**src/rtl/uart_bank_regs.sv**
```systemverilog
module uart_bank_regs #(
  parameter int ADDR_W = 5
) (
  input  logic              clk,
  input  logic              rst_n,
  input  logic              bus_sel,
  input  logic              bus_wr,
  input  logic [ADDR_W-1:0] bus_addr,
  input  logic [7:0]        bus_wdata,
  output logic [7:0]        bus_rdata,
  input  logic              rxq_empty,
  input  logic [7:0]        rxq_head,
  input  logic              rxq_perr,
  input  logic              rxq_ferr,
  input  logic              rxq_brk,
  output logic              rxq_pop,
  output logic              txq_push,
  output logic [7:0]        txq_data,
  output logic              baud_tick
);
  localparam logic [ADDR_W-1:0] OFS_DATA  = ADDR_W'(5'h00);
  localparam logic [ADDR_W-1:0] OFS_DIVHI = ADDR_W'(5'h04);
  localparam logic [ADDR_W-1:0] OFS_LCTL  = ADDR_W'(5'h0C);
  localparam logic [ADDR_W-1:0] OFS_LSTAT = ADDR_W'(5'h14);
  localparam int DIV_W = 16;

  logic [7:0]       lctl;
  logic [DIV_W-1:0] divisor;
  logic [DIV_W-1:0] tick_cnt;

  wire bank_hi  = lctl[7];
  wire rd_en    = bus_sel && !bus_wr;
  wire wr_en    = bus_sel && bus_wr;
  wire at_data  = bus_addr == OFS_DATA;
  wire at_divhi = bus_addr == OFS_DIVHI;

  wire div_lo_wr = wr_en && bank_hi && at_data;
  wire div_hi_wr = wr_en && bank_hi && at_divhi;
  wire div_wr    = div_lo_wr || div_hi_wr;

  wire [DIV_W-1:0] div_next = {div_hi_wr ? bus_wdata : divisor[15:8],
                               div_lo_wr ? bus_wdata : divisor[7:0]};
  wire [DIV_W-1:0] eff_div  = (divisor == '0) ? DIV_W'(1) : divisor;
  wire [DIV_W-1:0] eff_next = (div_next == '0) ? DIV_W'(1) : div_next;

  wire [7:0] len_mask = 8'hFF >> (2'd3 - lctl[1:0]);
  wire [7:0] lstat    = rxq_empty ? 8'h00
                                  : {3'b000, rxq_brk, rxq_ferr, rxq_perr, 1'b0, 1'b1};

  assign rxq_pop   = rd_en && !bank_hi && at_data && !rxq_empty;
  assign txq_push  = wr_en && !bank_hi && at_data;
  assign txq_data  = bus_wdata;
  assign baud_tick = tick_cnt == DIV_W'(1);

  always_comb begin
    bus_rdata = 8'h00;
    if (rd_en) begin
      unique case (bus_addr)
        OFS_DATA:  bus_rdata = bank_hi ? divisor[7:0]
                             : (rxq_empty ? 8'h00 : (rxq_head & len_mask));
        OFS_DIVHI: bus_rdata = bank_hi ? divisor[15:8] : 8'h00;
        OFS_LCTL:  bus_rdata = lctl;
        OFS_LSTAT: bus_rdata = lstat;
        default:   bus_rdata = 8'h00;
      endcase
    end
  end

  always_ff @(posedge clk) begin
    if (!rst_n) begin
      lctl    <= 8'h03;
      divisor <= DIV_W'(1);
    end else begin
      if (wr_en && bus_addr == OFS_LCTL) lctl <= bus_wdata;
      if (div_wr) divisor <= div_next;
    end
  end

  always_ff @(posedge clk) begin
    if (!rst_n)                    tick_cnt <= DIV_W'(1);
    else if (div_wr)               tick_cnt <= eff_next;
    else if (tick_cnt <= DIV_W'(1)) tick_cnt <= eff_div;
    else                           tick_cnt <= tick_cnt - DIV_W'(1);
  end


  empty_no_pop_chk: assert property (@(posedge clk) disable iff (!rst_n)
    rxq_empty |-> !rxq_pop);


  push_pop_excl_chk: assert property (@(posedge clk) disable iff (!rst_n)
    !(rxq_pop && txq_push));


  tick_single_chk: assert property (@(posedge clk) disable iff (!rst_n)
    (baud_tick && !div_wr && eff_div > DIV_W'(1)) |=> !baud_tick);


  cnt_range_chk: assert property (@(posedge clk) disable iff (!rst_n)
    (tick_cnt != '0) && (tick_cnt <= eff_div || div_wr));


  div_hold_chk: assert property (@(posedge clk) disable iff (!rst_n)
    !div_wr |=> $stable(divisor));


  reload_chk: assert property (@(posedge clk) disable iff (!rst_n)
    div_wr |=> (tick_cnt == eff_div));
endmodule

```
**config.mk**
```make
export PLATFORM = sky130hd
export DESIGN_NAME = uart_bank_regs
export DESIGN_NICKNAME = d
export VERILOG_FILES = /design/src/rtl/uart_bank_regs.sv
export SDC_FILE = /design/constraint.sdc
export NUM_CORES = 1
export LEC_CHECK = 0
export BUFFER_PORTS_ARGS = -buffer_cell sky130_fd_sc_hd__buf_2
export CAP_MARGIN = 0
export CORE_UTILIZATION = 56
export CTS_CLUSTER_SIZE = 40
export DETAILED_ROUTE_END_ITERATION = 12
export PLACE_DENSITY_LB_ADDON = 0.1
export SYNTH_ARGS = -nofsm -noshare
export SYNTH_HDL_FRONTEND = slang
export SYNTH_SLANG_ARGS = --single-unit
```
**constraint.sdc**
```tcl
create_clock -name clk -period 2.9 [get_ports clk]
set_clock_uncertainty 0.05 [all_clocks]
set_input_delay 0.145 -clock clk [delete_from_list [all_inputs] [get_ports clk]]
set_output_delay 0.145 -clock clk [all_outputs]
set_load 0.005 [all_outputs]
```
* Word-level counts from Yosys, hierarchy flattened *
Index checks and enable logic that the tools add are counted.

cells by class
  add/subtract/negate cells = 2
  mux-type cells = 12
  shift operators = 1
  magnitude comparators = 1
  bitwise gates (word level) = 1
  equal/unequal tests = 4
  reduce and logical (&&, ||, !) cells = 18

operator list
  cell                                                              count
  two-way mux 16 bit                                                4
  two-way mux 8 bit                                                 6
  zero test 16 bit                                                  2
  one-hot mux 8 bit (4 select lines)                                1
  equality test 16 x 1 -> 1 bit (second input constant)             1
  less-or-equal comparator 16 x 1 -> 1 bit (second input constant)  1
  subtractor 16 x 1 -> 16 bit (second input constant)               1
  logical AND 1 bit                                                 11
  bitwise AND 8 bit                                                 1
  >> shifter 8 x 2 -> 8 bit (first input constant)                  1
  equality test 5 x 3 -> 1 bit (second input constant)              1
  equality test 5 x 4 -> 1 bit (second input constant)              1
  equality test 5 bit (second input constant)                       1
  zero test 5 bit                                                   1
  two-way mux 5 bit                                                 1
  zero test 1 bit                                                   3
  subtractor 2 bit (first input constant)                           1
  logical OR 1 bit                                                  1

word-level totals
  output and inout bits = 19
  word-level logic and storage cells = 42
  input port bits = 29
  register bits = 40

* Logic depth before layout (Yosys ltp) *
  word-level depth = 7
  depth in mapped cells = 8
  gate-level depth less buffers = 7

* Worst setup path before layout *
Ideal clock, no wire load.

  path type = register -> register
  start point = reg lctl[7]
  end point = reg tick_cnt[0]
  library setup time = 0.058 ns
  arrival time = 1.957 ns
  data required time = 2.792 ns
  clock period less this slack = 2.065 ns
  buffers on the path = 1
  stages on the path, launching flop included = 7
  setup slack = 0.835 ns
  cell sequence = dfxtp_1 or4b_1 buf_2 nor2_1 mux2_2 nor4b_1 o22a_1

between the ends
  cells in the longest elaborated chain, start to end = 6
  elaborated cells on any way between the ends = 9
  those cells by class = 4 x mux; 5 x reduce/logical

ends and longest elaborated chain
  element                                      RTL line  RTL
  start, declared                              27        logic [7:0] lctl;
  start signal, assigned                       74        if (wr_en && bus_addr == OFS_LCTL) lctl <= bus_wdata;
  logical AND 1 bit *                          37, 38
  logical AND 1 bit, on equally long branches  37, 38
  two-way mux 8 bit, on equally long branches  42, 41
  zero test 16 bit                             44        wire [DIV_W-1:0] eff_next = (div_next == '0) ? DIV_W'(1) : div_next;
  two-way mux 16 bit                           44
  two-way mux 16 bit *                         81        else if (div_wr) tick_cnt <= eff_next;
  end signal, assigned                         81
  end signal, assigned                         82        else if (tick_cnt <= DIV_W'(1)) tick_cnt <= eff_div;
  end signal, assigned                         83        else tick_cnt <= tick_cnt - DIV_W'(1);
  end, declared                                29        logic [DIV_W-1:0] tick_cnt;

Every way passes the cells marked *; elsewhere a longest branch is shown, timed or not.
A chain may end at the register's enable or synchronous reset.

* Final worst setup path *
  start point = reg lctl[7]
  end point = out bus_rdata[0]

between the ends
  cells in the longest elaborated chain, start to end = 3
  elaborated cells on any way between the ends = 4
  those cells by class = 4 x mux

ends and longest elaborated chain
  element                                      RTL line  RTL
  two-way mux 8 bit, on equally long branches  61, 59
  one-hot mux 8 bit (4 select lines) *         58        unique case (bus_addr)
  two-way mux 8 bit *                          57        if (rd_en) begin
  end, declared                                10        output logic [7:0] bus_rdata,

Marked as above.

==> impl_metrics.py <==
metrics = {
    "run_status": {
        "status": "finished, final reports clean",
    },
    "cts": {
        "clockBufferDepth": 2,
        "cts_tree": "done",
        "path_clk_slew_ns": 0.08,
        "cts_made_buffers": 5,
        "holdBufCountCts": 0,
        "cts_root_buf": "clkbuf_8",
        "cts_setup_buffers": 0,
        "cts.sinks": 40,
        "cts_resized": 0,
        "htree_levels": 2,
        "clock_latency_ns": 0.30,
    },
    "power_and_ir_drop": {
        "power_switching_w": 0.0008242,
        "powerDensity_nw_per_um2": 709.7,
        "seqPwrFrac_pct": 35.0,
        "sw_frac_of_total_pct": 39.85,
        "combPwrFrac_pct": 45.9,
        "p_leak_nw": 1.119,
        "internal-power_w": 0.001244,
        "peakVddDrop_mv": 0.3138,
        "clkPwrFrac_pct": 19.1,
    },
    "drt": {
        "num_vias": 2520,
        "drt_iter0_drc": 194,
        "ant_nets": 0,
        "vias_per_cell": 6.253,
        "drc": 0,
        "firstDrtPassIters": 4,
        "wirelength_mm": 6.885,
        "wl_per_cell_microns": 17.08,
    },
    "synthesis": {
        "ys_seq_area_share_pct": 30.56,
        "async_flop_share_pct": 0,
        "synthSimpleGateAreaFrac_pct": 28.03,
        "synth.top_cell.area_share_pct": 30.56,
        "synth_top_area_cell": "dfxtp_1",
        "synthCells": 315,
        "synth_xor_area_share_pct": 4.011,
        "synth-seq-cells": 40,
        "synth_ff_type": "dfxtp_1",
        "synth.top_cells.by_count": "dfxtp_1 (40), mux2i_1 (31), nor2_1 (23), nor2b_1 (22)",
        "synth_area_per_cell_sq_um": 8.318,
        "synthMuxAreaShare_pct": 14.42,
        "synth-edff-count": 0,
        "synth.distinct_cells": 50,
        "syn-cell-area_sq_um": 2620,
        "synth.most_common_cell": "dfxtp_1",
        "syn-num-nets": 346,
        "yosysWarningCount": 0,
        "synth_top_family_by_area": "simple AND/OR/NAND/NOR gates",
        "yosys-top-cells-area": "dfxtp_1 (31%), mux2i_1 (12%), nor2b_1 (5.3%)",
        "synth_compound_area_share_pct": 16.09,
        "yosys.area_share.adder_pct": 0.9551,
    },
    "timing": {
        "slew_viol_final": 0,
        "worstMarginPinSlew_ns": 0.6729,
        "finalSetupViolCount": 0,
        "finalSetupTns_ns": 0,
        "rsz0062_at_grt": "false",
        "relSlewSlack_pct": 54.72,
        "finalHoldViolCount": 0,
        "worst_hold_slack_ns": 0.1300,
        "setup_ws_ns": 0.5938,
        "period_needed_ns": 2.306,
        "fmax_mhz": 433.6,
        "fin_crit_sh_pct": 79.52,
    },
    "setup_path": {
        "path_class": "reg2out",
        "cp_max_fo": 9,
        "ff2ff_setup_slack_ns": 0.66,
        "end_kind": "primary output",
        "cp.arrival_ns": 2.11,
        "required_ns": 2.71,
        "cp-start-kind": "flip-flop",
    },
    "finish": {
        "fin_nets": 381,
        "diodes": 0,
        "fillerInstances": 391,
        "fin_area_sq_um": 2914,
        "multi_input_area_sq_um": 1664,
        "seqCellArea_sq_um": 800.8,
        "drive_gt1_share_pct": 20.23,
        "synthToLayoutAreaGrowth_pct": 11.22,
        "utilization_pct": 66.01,
    },
    "global_route": {
        "antenna_found_initial": 0,
        "grt.busiest_layer": "met2",
        "use_met2_pct": 42.86,
        "grt_util_met3_pct": 5.051,
        "grt_first_pass_wirelength_mm": 11.46,
        "grt_pass1_vias": 2294,
        "grtUsageMet1_pct": 41.29,
        "grt_max_degree": 44,
        "overflow": 0,
        "grt.total_usage_pct": 29.42,
    },
    "flow_run": {
        "cap_violations": 0,
    },
    "floorplanning": {
        "core-area_sq_um": 4414,
        "fp.dieW_microns": 70.40,
        "num_io_pins": 48,
        "rows": 24,
        "die-area_sq_um": 4956,
        "die_y_microns": 70.40,
        "start_util_pct": 59.35,
    },
    "placed_design": {
        "hpwl_mm": 5.196,
        "post-place-ws_ns": 0.6857,
        "io_buffers": 47,
        "placed_area_sq_um": 2821,
        "place_congestion": 0.9614,
    },
    "min_path": {
        "hp-class": "in2reg",
    },
}
## final timing paths
path | start | endpoint | cells past startpoint
min | bus_wdata[0] | divisor[0] | 3
max | lctl[7] | bus_rdata[0] | 5
min reg2reg | divisor[12] | tick_cnt[12] | 2
max reg2reg | tick_cnt[2] | tick_cnt[6] | 5
## critical path: stages, from the launching register on
cell	delay, ns
dfxtp_1	0.34
or4b_1	0.62
nor2_1	0.41
a21oi_1	0.15
a21oi_1	0.16
buf_2	0.13
## metal layers
metal  vias up  routed length (microns)
met5         -                        0
met4         0                      285
met3        23                      402
met2       107                     3025
met1      1170                     3172
li1       1220                        -
## power groups by stage
stage / clock [W] / combinational, W / sequential (W)
final: 0.000396 / 0.000949 / 0.000724
after global routing: 0.000422 / 0.00106 / 0.000739
after CTS: 0.000398 / 0.000951 / 0.000724
after detailed placement: 0 / 0.000940 / 0.000737
after global placement: 0 / 0.000936 / 0.000732
after floorplan: 0 / 0.000739 / 0.000718
## per-stage QoR
| stage | cells | power (W) |
|---|---|---|
| 3_5_place_dp | 395 | 0.001677 |
| 5_1_grt | 403 | 0.002218 |
| 4_1_cts | 403 | 0.002073 |
| 3_3_place_gp | 395 | 0.001669 |
| 2_1_floorplan | 315 | 0.001457 |
| 6_report | 403 | 0.002068 |
## cell families after synthesis
kind of cell	after synthesis
AOI/OAI and AO/OA	64
xor gates and xnor gates	12
muxes	37
and+or+nand+nor	131
buffers and inverters	29
DFF	40
adders and majority gates	2
## layout make-up
class                      count  share of cell area, %
clock inverter                 2                 0.3435
multi-input combinational    246                  57.11
clock buffer                   6                  2.834
tap                           52                  2.233
inverter                       5                 0.6441
sequential                    40                  27.48
timing repair buffer          52                  9.360
## sequential cells by signal, indices dropped and copies added (netlist names)
signal and cells:
lctl 8, tick_cnt 16, divisor 16
## cell usage in the layout, fill, tap and decap left out, types with 3 or more instances in the layout
cell | netlist | layout
mux2i_1 | 31 | 31
clkbuf_8 | 0 | 6
nand2b_1 | 6 | 6
buf_2 | 7 | 47
a21oi_1 | 12 | 12
nor4b_1 | 4 | 4
nor4_1 | 6 | 6
o31ai_1 | 3 | 3
nor2_1 | 23 | 23
a31oi_1 | 3 | 3
or3_1 | 5 | 5
xnor2_1 | 7 | 7
nand2_1 | 17 | 17
nand4_1 | 5 | 5
o21ai_0 | 17 | 17
o21a_1 | 3 | 3
a22oi_1 | 6 | 6
dfxtp_1 | 40 | 40
mux2_2 | 6 | 6
nor3_1 | 16 | 16
nand3_1 | 8 | 8
buf_4 | 8 | 5
xor2_1 | 5 | 5
a221oi_1 | 6 | 6
inv_1 | 5 | 5
nor2b_1 | 22 | 22
and3_1 | 5 | 5
No activity file was read; power rests on OpenSTA's default activity.
